$ cat src/rtl/fpmax_pkg.sv
package fpmax_pkg;

  typedef enum logic [1:0] {
    FMT_SINGLE = 2'b00,
    FMT_DOUBLE = 2'b01,
    FMT_RSVD   = 2'b10,
    FMT_HALF   = 2'b11
  } fpFmt_e;

  // strobes from control to datapath
  typedef struct packed {
    logic load;
    logic undef;
  } ctrlStrobe_t;

  // widest element supported
  localparam int ELEM_MAX = 64;
  localparam int MAG_W    = ELEM_MAX - 1;

  typedef struct packed {
    logic             sign;
    logic [MAG_W-1:0] mag;
    logic             isNan;
    logic             isSnan;
    logic             isDenorm;
  } fpOperand_t;

endpackage

$ cat src/rtl/fpmax_ctrl.sv
module fpmax_ctrl
  import fpmax_pkg::*;
(
  input  logic        clk,
  input  logic        rstN,
  input  logic        inValid,
  input  logic [1:0]  fmtSel,
  input  logic        fpPresent,
  output ctrlStrobe_t strobe,
  output logic        outValid
);

  always_comb begin
    strobe.load  = inValid;
    strobe.undef = !fpPresent || (fpFmt_e'(fmtSel) == FMT_RSVD);
  end

  always_ff @(posedge clk or negedge rstN) begin
    if (!rstN) outValid <= 1'b0;
    else       outValid <= inValid;
  end

endmodule

$ cat src/rtl/fpmax_dp.sv
module fpmax_dp
  import fpmax_pkg::*;
#(
  parameter int DATA_W = 128
) (
  input  logic              clk,
  input  logic              rstN,
  input  ctrlStrobe_t       strobe,
  input  logic [1:0]        fmtSel,
  input  logic              mergeEn,
  input  logic              flushEn,
  input  logic [DATA_W-1:0] opA,
  input  logic [DATA_W-1:0] opB,
  output logic [DATA_W-1:0] result,
  output logic              flagInvalid,
  output logic              flagDenormIn,
  output logic              undefOp
);

  function automatic fpOperand_t unpackOp(input logic [1:0] fmt,
                                          input logic [DATA_W-1:0] v,
                                          input logic flush);
    fpOperand_t o;
    logic [MAG_W-1:0] mag;
    logic expOnes, expZero, fracNz, fracTop;
    case (fpFmt_e'(fmt))
      FMT_HALF: begin
        o.sign = v[15]; mag = MAG_W'(v[14:0]);
        expOnes = &v[14:10]; expZero = ~|v[14:10];
        fracNz = |v[9:0]; fracTop = v[9];
      end
      FMT_DOUBLE: begin
        o.sign = v[63]; mag = v[62:0];
        expOnes = &v[62:52]; expZero = ~|v[62:52];
        fracNz = |v[51:0]; fracTop = v[51];
      end
      default: begin
        o.sign = v[31]; mag = MAG_W'(v[30:0]);
        expOnes = &v[30:23]; expZero = ~|v[30:23];
        fracNz = |v[22:0]; fracTop = v[22];
      end
    endcase
    o.isNan    = expOnes & fracNz;
    o.isSnan   = o.isNan & ~fracTop;
    o.isDenorm = expZero & fracNz;
    o.mag      = (flush && o.isDenorm) ? '0 : mag;
    return o;
  endfunction

  function automatic logic [ELEM_MAX-1:0] packElem(input logic [1:0] fmt,
                                                   input logic s,
                                                   input logic [MAG_W-1:0] m);
    case (fpFmt_e'(fmt))
      FMT_HALF:   return ELEM_MAX'({s, m[14:0]});
      FMT_DOUBLE: return {s, m[62:0]};
      default:    return ELEM_MAX'({s, m[30:0]});
    endcase
  endfunction

  function automatic logic [ELEM_MAX-1:0] defaultNan(input logic [1:0] fmt);
    case (fpFmt_e'(fmt))
      FMT_HALF:   return ELEM_MAX'(16'h7E00);
      FMT_DOUBLE: return 64'h7FF8_0000_0000_0000;
      default:    return ELEM_MAX'(32'h7FC0_0000);
    endcase
  endfunction

  function automatic logic [DATA_W-1:0] elemMask(input logic [1:0] fmt);
    case (fpFmt_e'(fmt))
      FMT_HALF:   return DATA_W'(16'hFFFF);
      FMT_DOUBLE: return DATA_W'({ELEM_MAX{1'b1}});
      default:    return DATA_W'(32'hFFFF_FFFF);
    endcase
  endfunction

  fpOperand_t aOp, bOp;
  logic pickA, anySnan, bothNan;
  logic [ELEM_MAX-1:0] winElem;
  logic [DATA_W-1:0] nextResult;

  always_comb begin
    aOp     = unpackOp(fmtSel, opA, flushEn);
    bOp     = unpackOp(fmtSel, opB, flushEn);
    anySnan = aOp.isSnan | bOp.isSnan;
    bothNan = aOp.isNan & bOp.isNan;

    if (aOp.isNan != bOp.isNan)  pickA = bOp.isNan;
    else if (aOp.sign != bOp.sign) pickA = !aOp.sign;
    else if (!aOp.sign)          pickA = aOp.mag >= bOp.mag;
    else                         pickA = aOp.mag <= bOp.mag;

    if (anySnan || bothNan) winElem = defaultNan(fmtSel);
    else if (pickA)         winElem = packElem(fmtSel, aOp.sign, aOp.mag);
    else                    winElem = packElem(fmtSel, bOp.sign, bOp.mag);

    nextResult = (mergeEn ? (opA & ~elemMask(fmtSel)) : '0)
               | (DATA_W'(winElem) & elemMask(fmtSel));
  end

  always_ff @(posedge clk or negedge rstN) begin
    if (!rstN) begin
      result       <= '0;
      flagInvalid  <= 1'b0;
      flagDenormIn <= 1'b0;
      undefOp      <= 1'b0;
    end else if (strobe.load) begin
      undefOp <= strobe.undef;
      if (strobe.undef) begin
        result       <= '0;
        flagInvalid  <= 1'b0;
        flagDenormIn <= 1'b0;
      end else begin
        result       <= nextResult;
        flagInvalid  <= anySnan;
        flagDenormIn <= flushEn & (aOp.isDenorm | bOp.isDenorm);
      end
    end
  end

endmodule

$ cat src/rtl/fpmax_unit.sv
module fpmax_unit
  import fpmax_pkg::*;
#(
  parameter int DATA_W = 128
) (
  input  logic              clk,
  input  logic              rstN,
  input  logic              inValid,
  input  logic [1:0]        fmtSel,
  input  logic              mergeEn,
  input  logic              flushEn,
  input  logic              fpPresent,
  input  logic [DATA_W-1:0] opA,
  input  logic [DATA_W-1:0] opB,
  output logic              outValid,
  output logic [DATA_W-1:0] result,
  output logic              flagInvalid,
  output logic              flagDenormIn,
  output logic              undefOp
);

  ctrlStrobe_t strobe;

  fpmax_ctrl u_ctrl (
    .clk(clk), .rstN(rstN), .inValid(inValid), .fmtSel(fmtSel),
    .fpPresent(fpPresent), .strobe(strobe), .outValid(outValid)
  );

  fpmax_dp #(.DATA_W(DATA_W)) u_dp (
    .clk(clk), .rstN(rstN), .strobe(strobe), .fmtSel(fmtSel),
    .mergeEn(mergeEn), .flushEn(flushEn), .opA(opA), .opB(opB),
    .result(result), .flagInvalid(flagInvalid),
    .flagDenormIn(flagDenormIn), .undefOp(undefOp)
  );

endmodule

$ cat config.mk
export PLATFORM = sky130hd
export DESIGN_NAME = fpmax_unit
export DESIGN_NICKNAME = d
export VERILOG_FILES = /design/src/rtl/fpmax_pkg.sv /design/src/rtl/fpmax_ctrl.sv /design/src/rtl/fpmax_dp.sv /design/src/rtl/fpmax_unit.sv
export SDC_FILE = /design/constraint.sdc
export NUM_CORES = 1
export LEC_CHECK = 0
export BUFFER_PORTS_ARGS = -buffer_cell sky130_fd_sc_hd__buf_2
export CORE_AREA = 5 5 152 154
export CTS_CLUSTER_SIZE = 14
export DETAILED_ROUTE_END_ITERATION = 6
export DIE_AREA = 0 0 157 159
export PLACE_DENSITY = 0.69
export SLEW_MARGIN = 20
export SYNTH_ARGS = -nofsm -noshare
export SYNTH_HDL_FRONTEND = slang
export SYNTH_SLANG_ARGS = --single-unit
$ cat constraint.sdc
create_clock -name clk -period 1.1 [get_ports clk]
set_input_delay 0.165 -clock clk [delete_from_list [all_inputs] [get_ports clk]]
set_output_delay 0.165 -clock clk [all_outputs]
set_load 0.01 [all_outputs]
==> results.txt <==
----------------------------------------------------
[Place]
  Pre-CTS setup slack ... -3.92 ns
  Final RePlAce weighted congestion ... 0.963
  Number of input and output port buffers inserted ... 331
  Post-detailed-placement half-perimeter wirelength ... slightly below 30000 um

[Cells and area]
  Synthesis-to-layout area growth ... 88.7%
  Most frequent standard cell in the layout excluding fill and tap cells ... buf_4
  Area of combinational cells with multiple inputs ... 0.00658 sq mm
  Commonest non-fill, non-tap cells in the layout ... 310 x buf_4, 273 x buf_2, 146 x nand2_1
  Sequential cell area ... approximately 0.0033 sq mm
  Fill cell total of the finished layout ... 1214
  Final core utilization ... between 80 and 90%
  Fraction of final layout cells with drive strength greater than 1 ... 52.4%
  Number of nets in the layout ... 2179

[Route]
  Final routed wirelength across all metal layers ... 50800 um
  Remaining number of nets flagged by the antenna check after routing ... 0
  Remaining DRCs ... 0
  First drt pass iteration count ... 6
  Overall via count from detail_route ... 12800
  DR WL/cell ... 23.7 um
  DR vias/cell ... 5.95
  DRC marker count from the first detailed-route iteration ... 1283

[STA]
  Final count of negative-setup-slack endpoints ... 261
  Count of final hold-check violations ... 0
  Post-route setup slack ... -3.41 ns
  Maximum operating frequency ... 222 MHz
  Number of pins with negative max-slew slack in the final report ... 0
  Final worst-path cycle share ... 410%
  Slew Limit Headroom ... 20.6%
  RSZ-0062 raised after global routing ... yes
  Fin crit period ... between 4 and 5 ns
  Worst Clk Skew ... 0 ns
  Worst slew pin tran ... 1.19 ns

[Pwr]
  Power per unit of standard cell area ... 1080 mW/mm^2
  Proportion of power drawn by the clock network ... 34.7%
  Max IR drop VDD ... 744 uV
  Switch Pwr ... 6.31 mW
  Final total power ... approximately 19 mW
  Seq pwr share ... ~29%
  Part of the total power dissipated in combinational logic ... 36.5%
  Int Power ... 12.4 mW
  Switching part of the total power ... about a third
  Static Leak ... 8.79 nW

[GRT]
  All-Layer GR Usage ... between 30% and 40%
  Total grt overflow ... 0
  Wire length of the first global-routing pass ... ~67000 um
  Vias in the first global route ... 12200
  Maximum number of pins on one net before global-route repair ... between 80 and 90
  Number of antenna violations at the first check in global routing ... 3

[Die]
  X dimension of the die ... 157 um
  Placeable core area ... 0.0216 sq mm
  Die Height ... ~160 um
  Initial cell density of the core ... 42.7%
  Number of top-level design ports ... 396
  Rows ... 54
  Die area ... 0.0250 sq mm

[Yosys]
  Synth async-reset ratio ... 100%
  Gate Count Post-Synth ... 1125
  Post-synthesis cell area ... 0.00921 sq mm
  Xor-xnor portion of the synthesized cell area ... 0%
  Largest family of logic cells by synthesized area ... simple AND/OR/NAND/NOR gates
  Synthesized area per cell ... 8.18 sq um
  Area share of fa/ha/maj cells after synthesis ... 8.70%
  Post-synthesis sequential element count ... 132
  Number of unique standard cell types used by synthesis ... 61
  Portion of the post-synthesis area used by sequential elements ... 35.9%
  Nets in the synthesized netlist ... around 1500
  Area share of the largest cell type after synthesis ... between 30% and 40%
  Biggest area contributors in the synthesized netlist ... dfrtp_1 36%, ha_1 8.7%, nand2_1 8.5%
  Dominant cell type by area after synthesis ... dfrtp_1
  Primary flip-flop cell chosen by synthesis mapping ... dfrtp_1
  Post-synthesis share of cell area spent on and, or, nand and nor gates ... between 20% and 30%
  Proportion of synthesized area in mux cells ... 4.91%
  Count of flip-flops with a built-in enable after synthesis ... 0
  Post-synthesis compound-gate area fraction ... 18.8%
  Total of warnings raised by yosys ... 0

[Critical path]
  Largest stage delay on the critical path ... 0.37 ns
  Crit end category ... register
  Startpoint type of the worst setup path ... input pin
  CP max FO ... 8
  Kind of critical path ... in -> reg
  Top cell by count, worst path ... buf_4
  Crit path required time ... 1.40 ns
  Worst Path Arrival ... approximately 4.8 ns
  Slowest-stage cell, CP ... nor2_1

[Min path]
  Path class of the lowest-slack min-delay path ... in -> reg

[Flow run]
  # Max-Cap Violations ... 0

[Clock tree]
  Number of clock buffers inserted by TritonCTS ... 17
  Root Buffer ... clkbuf_16
  Maximum number of buffers from clock root to sink ... 2
  Number of levels the H-tree was split into ... 4
  Clock Pin Slew Worst Setup and Hold Paths ... 0.08 ns
  Insertion delay of the later-clocked pin in the worst-skew pair ... 0.43 ns
  Clock tree sinks ... about 130
  TritonCTS clock tree ... yes

[Run status]
  Run status ... finished with violations
  Violated checks ... negative setup slack

----------------------------------------------------
[through the flow]
step | setup TNS [ns] | instances | hold WS, ns | area [sq um]
6_report | -245.70 | 2148 | 0.00467 | 17400
5_1_grt | -261.86 | 2147 | 0.00484 | 17400
3_5_place_dp | -310.15 | 1937 | 0.0625 | 13200
3_3_place_gp | -299.74 | 1937 | 0.0580 | 13200
4_1_cts | -213.44 | 2082 | 0.00263 | 15600
2_1_floorplan | -217.07 | 1125 | -0.131 | 9480
[power by group through the flow]
| stage | clock [mW] | sequential, mW | combinational (mW) |
|---|---|---|---|
| final | 6.50 | 5.41 | 6.84 |
| after global routing | 6.71 | 5.43 | 7.18 |
| after CTS | 6.44 | 5.36 | 5.57 |
| after detailed placement | 0 | 5.44 | 4.64 |
| after global placement | 0 | 5.43 | 4.57 |
| after floorplan | 0 | 5.58 | 2.18 |
[cell usage after synthesis, types with 12 or more instances]
| library cell | n |
|---|---|
| a21oi_1 | 63 |
| a221o_1 | 25 |
| a31oi_1 | 15 |
| and2_1 | 16 |
| and3_1 | 37 |
| buf_2 | 14 |
| clkbuf_1 | 40 |
| dfrtp_1 | 132 |
| ha_1 | 64 |
| inv_1 | 115 |
| mux2i_1 | 35 |
| nand2_1 | 208 |
| nand4_1 | 28 |
| nor2_1 | 32 |
| nor2b_1 | 38 |
| nor4_1 | 26 |
| o21ai_0 | 87 |
| o221ai_1 | 12 |
[sequential cells by signal (all words and copies together) (netlist names)]
name               count
u_dp.undefOp           1
u_dp.flagInvalid       1
u_dp.result          128
u_dp.flagDenormIn      1
u_ctrl.outValid        1
[final cells by class]
class                      instances  area share (%)
timing repair buffer             768            34.7
tap                              280            2.02
clock buffer                      18            2.47
antenna                            4          0.0576
multi-input combinational        815            37.9
sequential                       132            19.0
inverter                         117            2.59
clock inverter                    14            1.23
[layer usage]
layer / GRT usage, % / up-vias / part of all wire (%)
met5: 0 / - / 0
met4: 18.9 / 0 / 8.3
li1: - / 5443 / -
met1: 40.7 / 6071 / 35
met2: 56.2 / 953 / 47
met3: 6.88 / 323 / 10
[kinds of logic after synthesis]
logic type / count (synthesis)
muxes: 44
DFF: 132
AOI/OAI and AO/OA: 268
adders and majority gates: 64
and+or+nand+nor: 436
buffers and inverters: 181
[what timing repair did]
item                                   in CTS  in global routing
buffers inserted                           47                 73
pin swaps                                  43                 44
setup endpoints to repair                 259                263
hold buffers                               60                  2
resized for setup                         127                267
endpoints found under the hold margin     191                  2
cloned                                      8                  7
[final timing paths]
kind | start | slack (ns) | to | depth (start not counted)
setup / recovery | opB[23] | -3.41 | u_dp.result[31]$_DFFE_PN0P_ | 25
hold / removal | opA[19] | 0.005 | u_dp.result[19]$_DFFE_PN0P_ | 2
setup reg to reg | u_dp.result[30]$_DFFE_PN0P_ | -0.07 | u_dp.result[30]$_DFFE_PN0P_ | 4
hold reg to reg | u_dp.result[118]$_DFFE_PN0P_ | 0.51 | u_dp.result[118]$_DFFE_PN0P_ | 2
max in group asynchronous | rstN | 0.39 | u_dp.result[122]$_DFFE_PN0P_ | 3
min in group asynchronous | rstN | 0.18 | u_dp.result[3]$_DFFE_PN0P_ | 2
[critical path, delay by kind of cell]
kind	cells	cell delay, ns
buffers and inverters	8	1.21
muxes	1	0.28
adders and majority gates	1	0.30
and+or+nand+nor	9	1.64
AOI/OAI and AO/OA	6	1.19
(Power assumes the default switching activity.)
